File: config.mk
export PLATFORM = sky130hd
export DESIGN_NAME = lock_guard
export DESIGN_NICKNAME = d
export VERILOG_FILES = /design/src/rtl/lock_guard_pkg.sv /design/src/rtl/lock_guard_ctrl.sv /design/src/rtl/lock_guard_store.sv /design/src/rtl/lock_guard.sv
export SDC_FILE = /design/constraint.sdc
export NUM_CORES = 1
export LEC_CHECK = 0
export BUFFER_PORTS_ARGS = -buffer_cell sky130_fd_sc_hd__buf_4
export CORE_UTILIZATION = 30
export CTS_BUF_LIST = sky130_fd_sc_hd__clkbuf_4 sky130_fd_sc_hd__clkbuf_8
export CTS_CLUSTER_SIZE = 40
export DETAILED_ROUTE_END_ITERATION = 6
export PLACE_DENSITY_LB_ADDON = 0.15
export SKIP_LAST_GASP = 1
export SLEW_MARGIN = 20
export SYNTH_ARGS = -nofsm -noshare
export SYNTH_HDL_FRONTEND = slang
export SYNTH_SLANG_ARGS = --single-unit
File: constraint.sdc
create_clock -name clk -period 2.17 [get_ports clk]
set_input_delay 0.434 -clock clk [delete_from_list [all_inputs] [get_ports clk]]
set_output_delay 0.434 -clock clk [all_outputs]
set_load 0.005 [all_outputs]
File: src/rtl/lock_guard_pkg.sv
package lock_guard_pkg;
  localparam logic [7:0] CMD_SETUP  = 8'h60;
  localparam logic [7:0] CMD_LOCK   = 8'h01;
  localparam logic [7:0] CMD_UNLOCK = 8'hD0;
  localparam logic [7:0] CMD_DOWN   = 8'h2F;
  localparam logic [7:0] CMD_IDENT  = 8'h90;
  localparam logic [7:0] CMD_ARRAY  = 8'hFF;

  typedef struct packed {
    logic setLock;
    logic clrLock;
    logic setDown;
  } lockStrobe_t;
endpackage

File: src/rtl/lock_guard_ctrl.sv
module lock_guard_ctrl
  import lock_guard_pkg::*;
#(
  parameter int BLK_W = 4
) (
  input  logic             clk,
  input  logic             rstN,
  input  logic             wrEn,
  input  logic [BLK_W-1:0] wrBlk,
  input  logic [7:0]       wrData,
  output lockStrobe_t      strobe,
  output logic [BLK_W-1:0] strobeBlk,
  output logic             idMode,
  output logic             seqErr
);
  logic             pendQ;
  logic [BLK_W-1:0] pendBlkQ;
  logic             confirmCyc;
  logic             sameBlk;
  logic             codeOk;
  logic             badConfirm;

  assign confirmCyc = wrEn && pendQ;
  assign sameBlk    = (wrBlk == pendBlkQ);
  assign codeOk     = (wrData == CMD_LOCK) || (wrData == CMD_UNLOCK) || (wrData == CMD_DOWN);
  assign badConfirm = confirmCyc && !(sameBlk && codeOk);

  always_comb begin
    strobe = '0;
    if (confirmCyc && sameBlk) begin
      strobe.setLock = (wrData == CMD_LOCK) || (wrData == CMD_DOWN);
      strobe.clrLock = (wrData == CMD_UNLOCK);
      strobe.setDown = (wrData == CMD_DOWN);
    end
  end

  assign strobeBlk = pendBlkQ;

  always_ff @(posedge clk) begin
    if (!rstN) begin
      pendQ    <= 1'b0;
      pendBlkQ <= '0;
      idMode   <= 1'b0;
      seqErr   <= 1'b0;
    end else begin
      seqErr <= badConfirm;
      if (wrEn) begin
        if (pendQ) begin
          pendQ <= 1'b0;
        end else if (wrData == CMD_SETUP) begin
          pendQ    <= 1'b1;
          pendBlkQ <= wrBlk;
        end else if (wrData == CMD_IDENT) begin
          idMode <= 1'b1;
        end else if (wrData == CMD_ARRAY) begin
          idMode <= 1'b0;
        end
      end
    end
  end
endmodule

File: src/rtl/lock_guard_store.sv
module lock_guard_store
  import lock_guard_pkg::*;
#(
  parameter int NUM_BLOCKS = 16,
  parameter int BLK_W      = 4
) (
  input  logic                  clk,
  input  logic                  rstN,
  input  lockStrobe_t           strobe,
  input  logic [BLK_W-1:0]      strobeBlk,
  input  logic                  wpN,
  input  logic                  idMode,
  input  logic                  opReq,
  input  logic [BLK_W-1:0]      opBlk,
  input  logic [BLK_W-1:0]      rdBlk,
  output logic                  opGrant,
  output logic                  opDenied,
  output logic [1:0]            idData,
  output logic [NUM_BLOCKS-1:0] lockVec,
  output logic [NUM_BLOCKS-1:0] downVec
);
  for (genvar i = 0; i < NUM_BLOCKS; i++) begin : g_blk
    logic hit;
    logic freeOk;
    assign hit    = (strobeBlk == BLK_W'(i));
    assign freeOk = !(downVec[i] && !wpN);
    always_ff @(posedge clk) begin
      if (!rstN) begin
        lockVec[i] <= 1'b1;
        downVec[i] <= 1'b0;
      end else if (hit) begin
        if (strobe.setLock) lockVec[i] <= 1'b1;
        else if (strobe.clrLock && freeOk) lockVec[i] <= 1'b0;
        if (strobe.setDown) downVec[i] <= 1'b1;
      end
    end
  end

  always_ff @(posedge clk) begin
    if (!rstN) begin
      opGrant  <= 1'b0;
      opDenied <= 1'b0;
    end else begin
      opGrant  <= opReq && !lockVec[opBlk];
      opDenied <= opReq && lockVec[opBlk];
    end
  end

  assign idData = idMode ? {downVec[rdBlk], lockVec[rdBlk]} : 2'b00;
endmodule

File: src/rtl/lock_guard.sv
module lock_guard
  import lock_guard_pkg::*;
#(
  parameter int NUM_BLOCKS = 16,
  localparam int BLK_W     = $clog2(NUM_BLOCKS)
) (
  input  logic             clk,
  input  logic             rstN,
  input  logic             wrEn,
  input  logic [BLK_W-1:0] wrBlk,
  input  logic [7:0]       wrData,
  input  logic             wpN,
  input  logic             opReq,
  input  logic [BLK_W-1:0] opBlk,
  output logic             opGrant,
  output logic             opDenied,
  output logic             seqErr,
  input  logic [BLK_W-1:0] rdBlk,
  output logic [1:0]       idData
);
  lockStrobe_t           strobe;
  logic [BLK_W-1:0]      strobeBlk;
  logic                  idMode;
  logic [NUM_BLOCKS-1:0] lockVec;
  logic [NUM_BLOCKS-1:0] downVec;

  lock_guard_ctrl #(.BLK_W(BLK_W)) u_ctrl (
    .clk(clk), .rstN(rstN), .wrEn(wrEn), .wrBlk(wrBlk), .wrData(wrData),
    .strobe(strobe), .strobeBlk(strobeBlk), .idMode(idMode), .seqErr(seqErr)
  );

  lock_guard_store #(.NUM_BLOCKS(NUM_BLOCKS), .BLK_W(BLK_W)) u_store (
    .clk(clk), .rstN(rstN), .strobe(strobe), .strobeBlk(strobeBlk), .wpN(wpN),
    .idMode(idMode), .opReq(opReq), .opBlk(opBlk), .rdBlk(rdBlk),
    .opGrant(opGrant), .opDenied(opDenied), .idData(idData),
    .lockVec(lockVec), .downVec(downVec)
  );
endmodule

==> results of run 1 <==
[power by group through the flow]
stage	sequential (mW)	combinational, mW	clock, mW
floorplan	0.771	0.0554	0
finish	0.753	0.122	0.666
CTS	0.753	0.123	0.680
detailed placement	0.771	0.122	0
global placement	0.771	0.122	0
global route	0.753	0.132	0.707
[area by class of cell]
class | instances | area (µm²)
Inverter | 18 | 67.56
Multi-Input combinational cell | 185 | 1328
Clock inverter | 1 | 30.03
Timing Repair Buffer | 39 | 292.8
Sequential cell | 41 | 820.8
Tap cell | 99 | 123.9
Fill cell | 774 | 4539
Clock buffer | 7 | 90.09
[worst max-delay path: stages]
cell     delay (ns)
buf_4          0.15
buf_4          0.14
mux4_2         0.49
mux2i_1        0.14
o22ai_1        0.10
buf_4          0.14
[metal layers]
layer  up-vias  wire length, µm
met5         -                0
met4         0               87
met3         7              285
met2        39             3040
met1       945             3088
li1       1014                -
[stage by stage]
| step | cell area (µm²) | hold slack, ns |
|---|---|---|
| 2_1_floorplan | 2273 | 0.4377 |
| 3_3_place_gp | 2633 | 0.4588 |
| 3_5_place_dp | 2633 | 0.4616 |
| 4_1_cts | 2753 | 0.3761 |
| 5_1_grt | 2753 | 0.3820 |
| 6_report | 2753 | 0.3787 |
[sequential cells by signal (all words and copies together) (netlist names)]
signal,count
u_store.opGrant,1
u_ctrl.seqErr,1
u_ctrl.strobeBlk,4
u_ctrl.pendQ,1
u_store.opDenied,1
u_store.downVec,16
u_store.lockVec,16
u_ctrl.idMode,1
[worst max-delay path by stage]
stage                                      to  depth (start not counted)  slack, ns
after floorplan                     idData[0]                          4       0.19
after global placement    u_store.downVec[13]                          6       0.07
after detailed placement   u_store.downVec[1]                          6       0.09
after CTS                           idData[0]                          6       0.13
after global routing                idData[1]                          5       0.08
final                               idData[0]                          6       0.14
[logic make-up after synthesis]
family / share of synthesized area
simple gates: 0.2229
buf+inv: 0.05503
compound gates: 0.1822
xor+xnor: 0.01541
mux: 0.1635
flops: 0.3610
[placed cells by master (no fill, tap or decap), types with 4 or more instances in the layout]
master | synthesis | routed
a21oi_1 | 14 | 14
and3_1 | 4 | 4
buf_4 | 0 | 39
clkbuf_8 | 0 | 6
dfxtp_1 | 41 | 41
inv_1 | 18 | 18
mux2i_1 | 9 | 9
mux4_2 | 12 | 12
nand2_1 | 18 | 18
nand2b_1 | 5 | 5
nand3_1 | 10 | 10
nand4_1 | 6 | 6
nor2_1 | 11 | 11
nor2b_1 | 4 | 4
o21ai_0 | 27 | 27
o22ai_1 | 23 | 23
o41ai_1 | 4 | 4
or2_0 | 5 | 5
or2_1 | 7 | 7
xor2_1 | 4 | 4
==> summary.txt, run 1 <==
Logic synthesis
  • EDFF count, synth: 0
  • Ys Warns: 0
  • Commonest cells post-synth: dfxtp_1, o21ai_0, o22ai_1
  • Mapped Area: 0.002273 mm²
  • Mapped Nets: 284
  • Synth unique cells: 36
  • Yosys reg bits: 41
  • Post-synthesis cell count: 259
  • Most used flip-flop cell after synthesis: dfxtp_1
  • Register area share after synthesis: 0.3610
  • Top-area cell type share of the netlist area: 0.3610
  • Ys async rst share: 0
  • Most numerous cell in the Yosys netlist: dfxtp_1
  • Synth Area per Inst: 8.778 µm²
  • Top post-synthesis cells by area: dfxtp_1, mux4_2, o22ai_1
  • Area leader, netlist: dfxtp_1

STA
  • RSZ-0062 raised after global routing: no
  • Clock skew: 0.006978 ns
  • Fin crit period: 2.030 ns
  • Final setup violation count: 0
  • Worst-Margin Slew: 0.5144 ns
  • Final TNS setup: 0 ns
  • Final worst setup slack: 0.1405 ns
  • Pins Over Slew Limit: 0
  • F_max: 492.7 MHz
  • Crit share post-route: 0.9353
  • Slew HR: 0.6563
  • Final Hold Violating Endpoints: 0

Clock tree
  • Clk sinks: 41
  • CTS-repair resized insts: 0
  • Max Buffers Root-to-Sink: 2
  • Total setup buffers inserted after CTS: 0
  • Hold Buf Count CTS: 0
  • CTS Buf Count: 5
  • CTS H-tree depth: 2
  • Root buf cell: clkbuf_8
  • CTS tree: built
  • Clk slew on worst S/H paths: 0.08 ns
  • Clk Latency, worst-skew pair: 0.30 ns

Power and ir drop
  • Peak supply drop: 0.2062 mV
  • Sequential Power Share: 0.489
  • Cell-internal power: 1.197 mW
  • Leak Pwr: 0.9498 nW
  • Total power: 1.541 mW
  • Sw Share: 0.2236
  • Power per cell area: 559.9 mW/mm²
  • Psw: 344.7 µW
  • Clock group share of total power: 0.432
  • Logic gate share of total power: 0.079

Floorplan
  • Die Height: 89.05 µm
  • IO Count: 30
  • Die area: 0.007930 mm²
  • Die W: 89.05 µm
  • Initial Util: 0.3118
  • Core area: 0.007292 mm²
  • Row count: 31

Worst setup path
  • Crit path DAT: 1.60 ns
  • Worst Reg-to-Reg Cells: 5
  • Setup CP Type: input port to output pin
  • R2r setup slk: 0.31 ns
  • Crit path capture type: output pin
  • Crit-path max FO: 7
  • CP Data Required Time: 1.74 ns
  • R2R Path End: u_store.lockVec[8]
  • Origin of the critical flop-to-flop path: u_ctrl.strobeBlk[0]
  • CP Launch Point: rdBlk[1]
  • Worst setup SP type: input port

Min path
  • Hold Path End: u_ctrl.strobeBlk[1]
  • Worst min-delay path class: input port to register
  • Hold Crit Depth: 3
  • Hold wc startpoint: wrBlk[1]

Place
  • Cells after DPL: 382
  • I/O Buffers: 29
  • Post-Place Worst Slack: 0.08923 ns
  • Dpl hpwl: 5022 µm
  • GPL Wtd Cong: 0.7839

Detailed routing
  • DRC Markers: 0
  • Vias: 2005
  • Via density: 5.141
  • Initial DRT Pass Iterations: 4
  • Post-route ant nets: 0
  • WL/cell: 16.67 µm
  • Routed wire length: 6502 µm
  • DRT iter0 DRCs: 140

Job
  • Max_cap viols: 0

Cells and area
  • Syn-to-layout area delta: 21.08%
  • Ant diodes: 0
  • Finished Core Util: 0.3775
  • Final #Nets: 315
  • Share of layout cells above drive strength 1: 0.2199
  • Finished Layout Cells: 390

Global route
  • GR Layer Usage met3: 0.02955
  • GR Util met2: 0.2923
  • First-pass GRT wire length: 10190 µm
  • Overflow after GRT: 0
  • Largest net degree at the start of global routing: 21
  • GR Util met1: 0.2390
  • Busiest grt layer: met2
  • GRT Overall Usage: 0.1771
  • Number of global-route vias before repair: 1920
  • Antenna violations before repair: 0

Run status
  • Status: finished clean
Power figures use the tool's default switching activity.
==> inputs of run 2 (changes only) <==
--- a/config.mk
+++ b/config.mk
@@ -6,6 +6,8 @@
 export NUM_CORES = 1
 export LEC_CHECK = 0
 export BUFFER_PORTS_ARGS = -buffer_cell sky130_fd_sc_hd__buf_4
+export CELL_PAD_IN_SITES_DETAIL_PLACEMENT = 2
+export CELL_PAD_IN_SITES_GLOBAL_PLACEMENT = 2
 export CORE_UTILIZATION = 30
 export CTS_BUF_LIST = sky130_fd_sc_hd__clkbuf_4 sky130_fd_sc_hd__clkbuf_8
 export CTS_CLUSTER_SIZE = 40
==> summary.txt, run 2 (synthesis gave the netlist of run 1 again) <==
Run status
  • Status: finished clean

STA
  • Final Hold Violating Endpoints: 0
  • F_max: 504.6 MHz
  • Worst-Margin Slew: 0.5539 ns
  • Pins Over Slew Limit: 0
  • Slew HR: 0.6300
  • RSZ-0062 raised after global routing: no
  • Final setup violation count: 0
  • Crit share post-route: 0.9133
  • Clock skew: 0.008380 ns
  • Final TNS setup: 0 ns
  • Fin crit period: 1.982 ns

Worst setup path
  • Critical Path Max Stage Delay: 0.49 ns
  • Worst setup SP type: input port
  • Crit-path max FO: 5
  • Worst Reg-to-Reg Cells: 5
  • CP Data Required Time: 1.74 ns
  • Setup CP Type: input port to output pin
  • R2R Path End: u_store.lockVec[1]
  • WP buf/inv: 3
  • Critical-path top delay cell: mux4_2
  • Origin of the critical flop-to-flop path: u_ctrl.strobeBlk[2]
  • Family with the most delay on the worst path: multiplexers
  • R2r setup slk: 0.34 ns
  • Crit path capture type: output pin
  • Crit path DAT: 1.55 ns
  • Worst path cell trace: buf_4 -> buf_4 -> mux4_2 -> mux2i_1 -> o22ai_1 -> buf_4
  • Most frequent CP cell: buf_4

Cells and area
  • Syn-to-layout area delta: 22.84%
  • Most common cell after layout, fill and taps aside: buf_4
  • Most frequent cells in the layout: buf_4, dfxtp_1, o21ai_0
  • FF+latch area: 820.8 µm²
  • Share of layout cells above drive strength 1: 0.2357
  • Ant diodes: 0
  • Fill cells: 870
  • Final #Nets: 321
  • Multi-input gate area: 0.001328 mm²

Detailed routing
  • Vias: 2185
  • Met3 routed WL: 318 µm
  • DR WL met2: 3738 µm
  • Initial DRT Pass Iterations: 4
  • Routed wire length: 8124 µm
  • Top sig layer: met4
  • Via density: 5.518
  • Metal-1 WL: 3934 µm
  • WL/cell: 20.52 µm
  • DRT iter0 DRCs: 100
  • DRC Markers: 0
  • Post-route ant nets: 0

Power and ir drop
  • Leak Pwr: 0.9729 nW
  • Total power: 1.541 mW
  • Peak supply drop: 0.1995 mV
  • Power per cell area: 551.6 mW/mm²

Global route
  • Antenna violations before repair: 0
  • Largest net degree at the start of global routing: 21
  • Number of global-route vias before repair: 2180
  • Overflow after GRT: 0
  • GRT Overall Usage: 0.2210
  • First-pass GRT wire length: 12410 µm

Clock tree
  • Clk sinks: 41
  • CTS Buf Count: 5
  • Hold Buf Count CTS: 0
  • Root buf cell: clkbuf_8
  • Clk slew on worst S/H paths: 0.09 ns
  • CTS H-tree depth: 2
  • Max Buffers Root-to-Sink: 2
  • CTS-repair resized insts: 0
  • Total setup buffers inserted after CTS: 0
  • CTS tree: built
  • Clk Latency, worst-skew pair: 0.31 ns

Floorplan
  • Row count: 31
  • Die area: 0.007930 mm²
  • Core area: 0.007292 mm²
  • Die W: 89.05 µm
  • Initial Util: 0.3118
  • IO Count: 30
  • Die Height: 89.05 µm

Job
  • Max_cap viols: 0

Min path
  • Hold wc startpoint: wrBlk[0]
  • Worst min-delay path class: input port to register
  • Hold Crit Depth: 3
  • Hold Path End: u_ctrl.strobeBlk[0]

Place
  • GPL Wtd Cong: 0.8153
  • I/O Buffers: 29
  • Dpl hpwl: 6383 µm
[run 2: cell count changes in the layout (fill, tap and decap cells not counted)]
cell	before	now
clkbuf_8	6	5
buf_4	39	45
clkinvlp_4	0	1
clkinv_4	0	1
clkbuf_4	1	0
[run 2: per-stage QoR]
step	std cells	util	hold slack, ns	setup slack, ns	instance area, µm²
finish	396	0.3830	0.3796	0.1881	2793
global route	396	0.3830	0.4011	0.1073	2793
CTS	396	0.3830	0.3771	0.1778	2793
detailed placement	388	0.3672	0.4801	0.09793	2678
global placement	388	0.3672	0.4812	0.1313	2678
floorplan	259	-	0.4377	0.1880	2273
[run 2: how the worst max path moves through the flow]
stage | from | cells past startpoint | end
floorplan | rdBlk[1] | 4 | idData[0]
global placement | wrData[4] | 6 | u_store.downVec[13]
detailed placement | wrData[4] | 6 | u_store.downVec[8]
CTS | rdBlk[1] | 6 | idData[0]
global route | rdBlk[0] | 6 | idData[0]
finish | rdBlk[0] | 6 | idData[0]
[run 2: metal layers]
layer  track usage  vias to the layer above
li1              -                     1025
met1        0.3105                     1091
met2        0.3469                       59
met3       0.03509                       10
met4       0.07504                        0
met5             0                        -
[run 2: where the power goes]
group          total (mW)  internal (mW)  switching [mW]
sequential          0.753          0.753        0.000362
combinational       0.125         0.0580          0.0672
clock               0.662          0.345           0.317
total                1.54           1.16           0.385
[run 2: area by class of cell]
| type | instances | area share |
|---|---|---|
| multi-input cells | 185 | 0.4754 |
| flip-flops and latches | 41 | 0.2939 |
| repair buffers | 45 | 0.1210 |
| well taps | 99 | 0.04435 |
| clock buffers | 5 | 0.02464 |
| inverters | 18 | 0.02419 |
| clock inverters | 3 | 0.01658 |
[run 2: worst register-to-register path: cells and delay by family, from the launching register on]
| family | cells | cell delay [ns] |
|---|---|---|
| flops | 1 | 0.33 |
| compound gates | 2 | 0.36 |
| xor+xnor | 1 | 0.22 |
| simple gates | 2 | 0.81 |
==> inputs of run 3 (changes only) <==
==> constraint.sdc (replaced) <==
create_clock -name clk -period 2.2 [get_ports clk]
set_input_delay 0.44 -clock clk [delete_from_list [all_inputs] [get_ports clk]]
set_output_delay 0.44 -clock clk [all_outputs]
set_load 0.005 [all_outputs]
==> summary.txt, run 3 (synthesis gave the netlist of run 1 again) <==
Run status
  • Status: finished clean

Global route
  • Largest net degree at the start of global routing: 21
  • GRT Overall Usage: 0.2286
  • First-pass GRT wire length: 13090 µm
  • Number of global-route vias before repair: 2359
  • Antenna violations before repair: 0
  • Overflow after GRT: 0

Cells and area
  • Most frequent cells in the layout: buf_4, dfxtp_1, o21ai_0
  • FF+latch area: 820.8 µm²
  • Ant diodes: 0
  • Most common cell after layout, fill and taps aside: buf_4
  • Syn-to-layout area delta: 22.40%
  • Multi-input gate area: 0.001328 mm²
  • Fill cells: 853
  • Final #Nets: 319
  • Share of layout cells above drive strength 1: 0.2305

STA
  • Final setup violation count: 0
  • RSZ-0062 raised after global routing: no
  • Fin crit period: 2.055 ns
  • Final TNS setup: 0 ns
  • Clock skew: 0.005729 ns
  • Final worst setup slack: 0.1451 ns
  • Slew HR: 0.6320
  • Crit share post-route: 0.9340
  • Worst-Margin Slew: 0.5500 ns
  • F_max: 486.6 MHz
  • Final Hold Violating Endpoints: 0
  • Pins Over Slew Limit: 0

Detailed routing
  • DRC Markers: 0
  • Initial DRT Pass Iterations: 6
  • Post-route ant nets: 0
  • DRT iter0 DRCs: 142
  • WL/cell: 21.29 µm
  • Routed wire length: 8389 µm
  • Vias: 2200
  • Via density: 5.584

Worst setup path
  • Worst Reg-to-Reg Cells: 5
  • R2R Path End: u_store.downVec[0]
  • Most frequent CP cell: buf_4
  • Critical-path top delay cell: mux4_2
  • Crit-path max FO: 5
  • CP Launch Point: rdBlk[0]
  • Critical Path Max Stage Delay: 0.50 ns
  • CP Data Required Time: 1.76 ns
  • Worst path cell trace: buf_4 -> buf_4 -> mux4_2 -> mux2i_1 -> o22ai_1 -> buf_4
  • Worst setup path end: idData[0]
  • Origin of the critical flop-to-flop path: u_ctrl.strobeBlk[2]
  • Crit path capture type: output pin
  • R2r setup slk: 0.42 ns
  • Setup CP Type: input port to output pin
  • Crit path DAT: 1.61 ns
  • Worst setup SP type: input port

Clock tree
  • CTS H-tree depth: 2
  • Total setup buffers inserted after CTS: 0
  • CTS tree: built
  • CTS-repair resized insts: 0
  • Root buf cell: clkbuf_8
  • Clk slew on worst S/H paths: 0.08 ns
  • Clk sinks: 41
  • CTS Buf Count: 5
  • Max Buffers Root-to-Sink: 2
  • Clk Latency, worst-skew pair: 0.30 ns
  • Hold Buf Count CTS: 0

Floorplan
  • Initial Util: 0.3118
  • Core area: 0.007292 mm²
  • Row count: 31
  • Die W: 89.05 µm
  • Die area: 0.007930 mm²
  • Die Height: 89.05 µm
  • IO Count: 30

Power and ir drop
  • Peak supply drop: 0.2536 mV
  • Power per cell area: 549.6 mW/mm²
  • Total power: 1.529 mW
  • Leak Pwr: 0.9709 nW

Job
  • Max_cap viols: 0

Place
  • GPL Wtd Cong: 0.8243
  • Post-Place Worst Slack: 0.08892 ns
  • Dpl hpwl: 6716 µm
  • I/O Buffers: 29

Min path
  • Worst min-delay path class: input port to register
## run 3: changes by cell type in the layout (fill, tap and decap cells not counted)
cell        delta
clkinv_4       -1
clkbuf_8       +1
buf_4          -2
clkinvlp_4     -1
clkbuf_4       +1
## run 3: worst min path at each step
stage,end,depth (start not counted),from
finish,u_ctrl.strobeBlk[2],3,wrBlk[2]
floorplan,u_store.downVec[15],2,u_store.downVec[15]
detailed placement,u_store.downVec[13],2,u_store.downVec[13]
global route,u_store.opGrant,3,opReq
CTS,u_ctrl.strobeBlk[2],3,wrBlk[2]
global placement,u_ctrl.pendQ,2,u_ctrl.pendQ
## run 3: through the flow
step | hold slack [ns] | std cells | instance area [µm²] | utilization
finish | 0.3954 | 394 | 2783 | 0.3816
detailed placement | 0.4847 | 386 | 2663 | 0.3651
floorplan | 0.4377 | 259 | 2273 | -
global placement | 0.4817 | 386 | 2663 | 0.3651
global route | 0.4194 | 394 | 2783 | 0.3816
CTS | 0.3917 | 394 | 2783 | 0.3816
## run 3: layout make-up
class | count | share of cell area
sequential | 41 | 0.2950
timing repair buffer | 43 | 0.1160
tap | 99 | 0.04451
multi-input combinational | 185 | 0.4771
inverter | 18 | 0.02428
clock inverter | 1 | 0.01079
clock buffer | 7 | 0.03237
## run 3: metal layers
metal  routed length, µm  global-route usage
met4                  98             0.04329
met5                   0                   0
met1                3850              0.3017
met2                4070              0.3916
met3                 370             0.04617
## run 3: report_power, final
part	switching (mW)	total, mW	leakage (nW)	internal, mW
registers	0.000464	0.743	0.331	0.742
clock network	0.279	0.662	0.0619	0.383
logic	0.0678	0.125	0.578	0.0572
## run 3: worst max-delay path, delay by kind of cell
kind	cells	cell delay (ns)
AOI/OAI and AO/OA	1	0.09
buffers and inverters	3	0.42
muxes	2	0.67
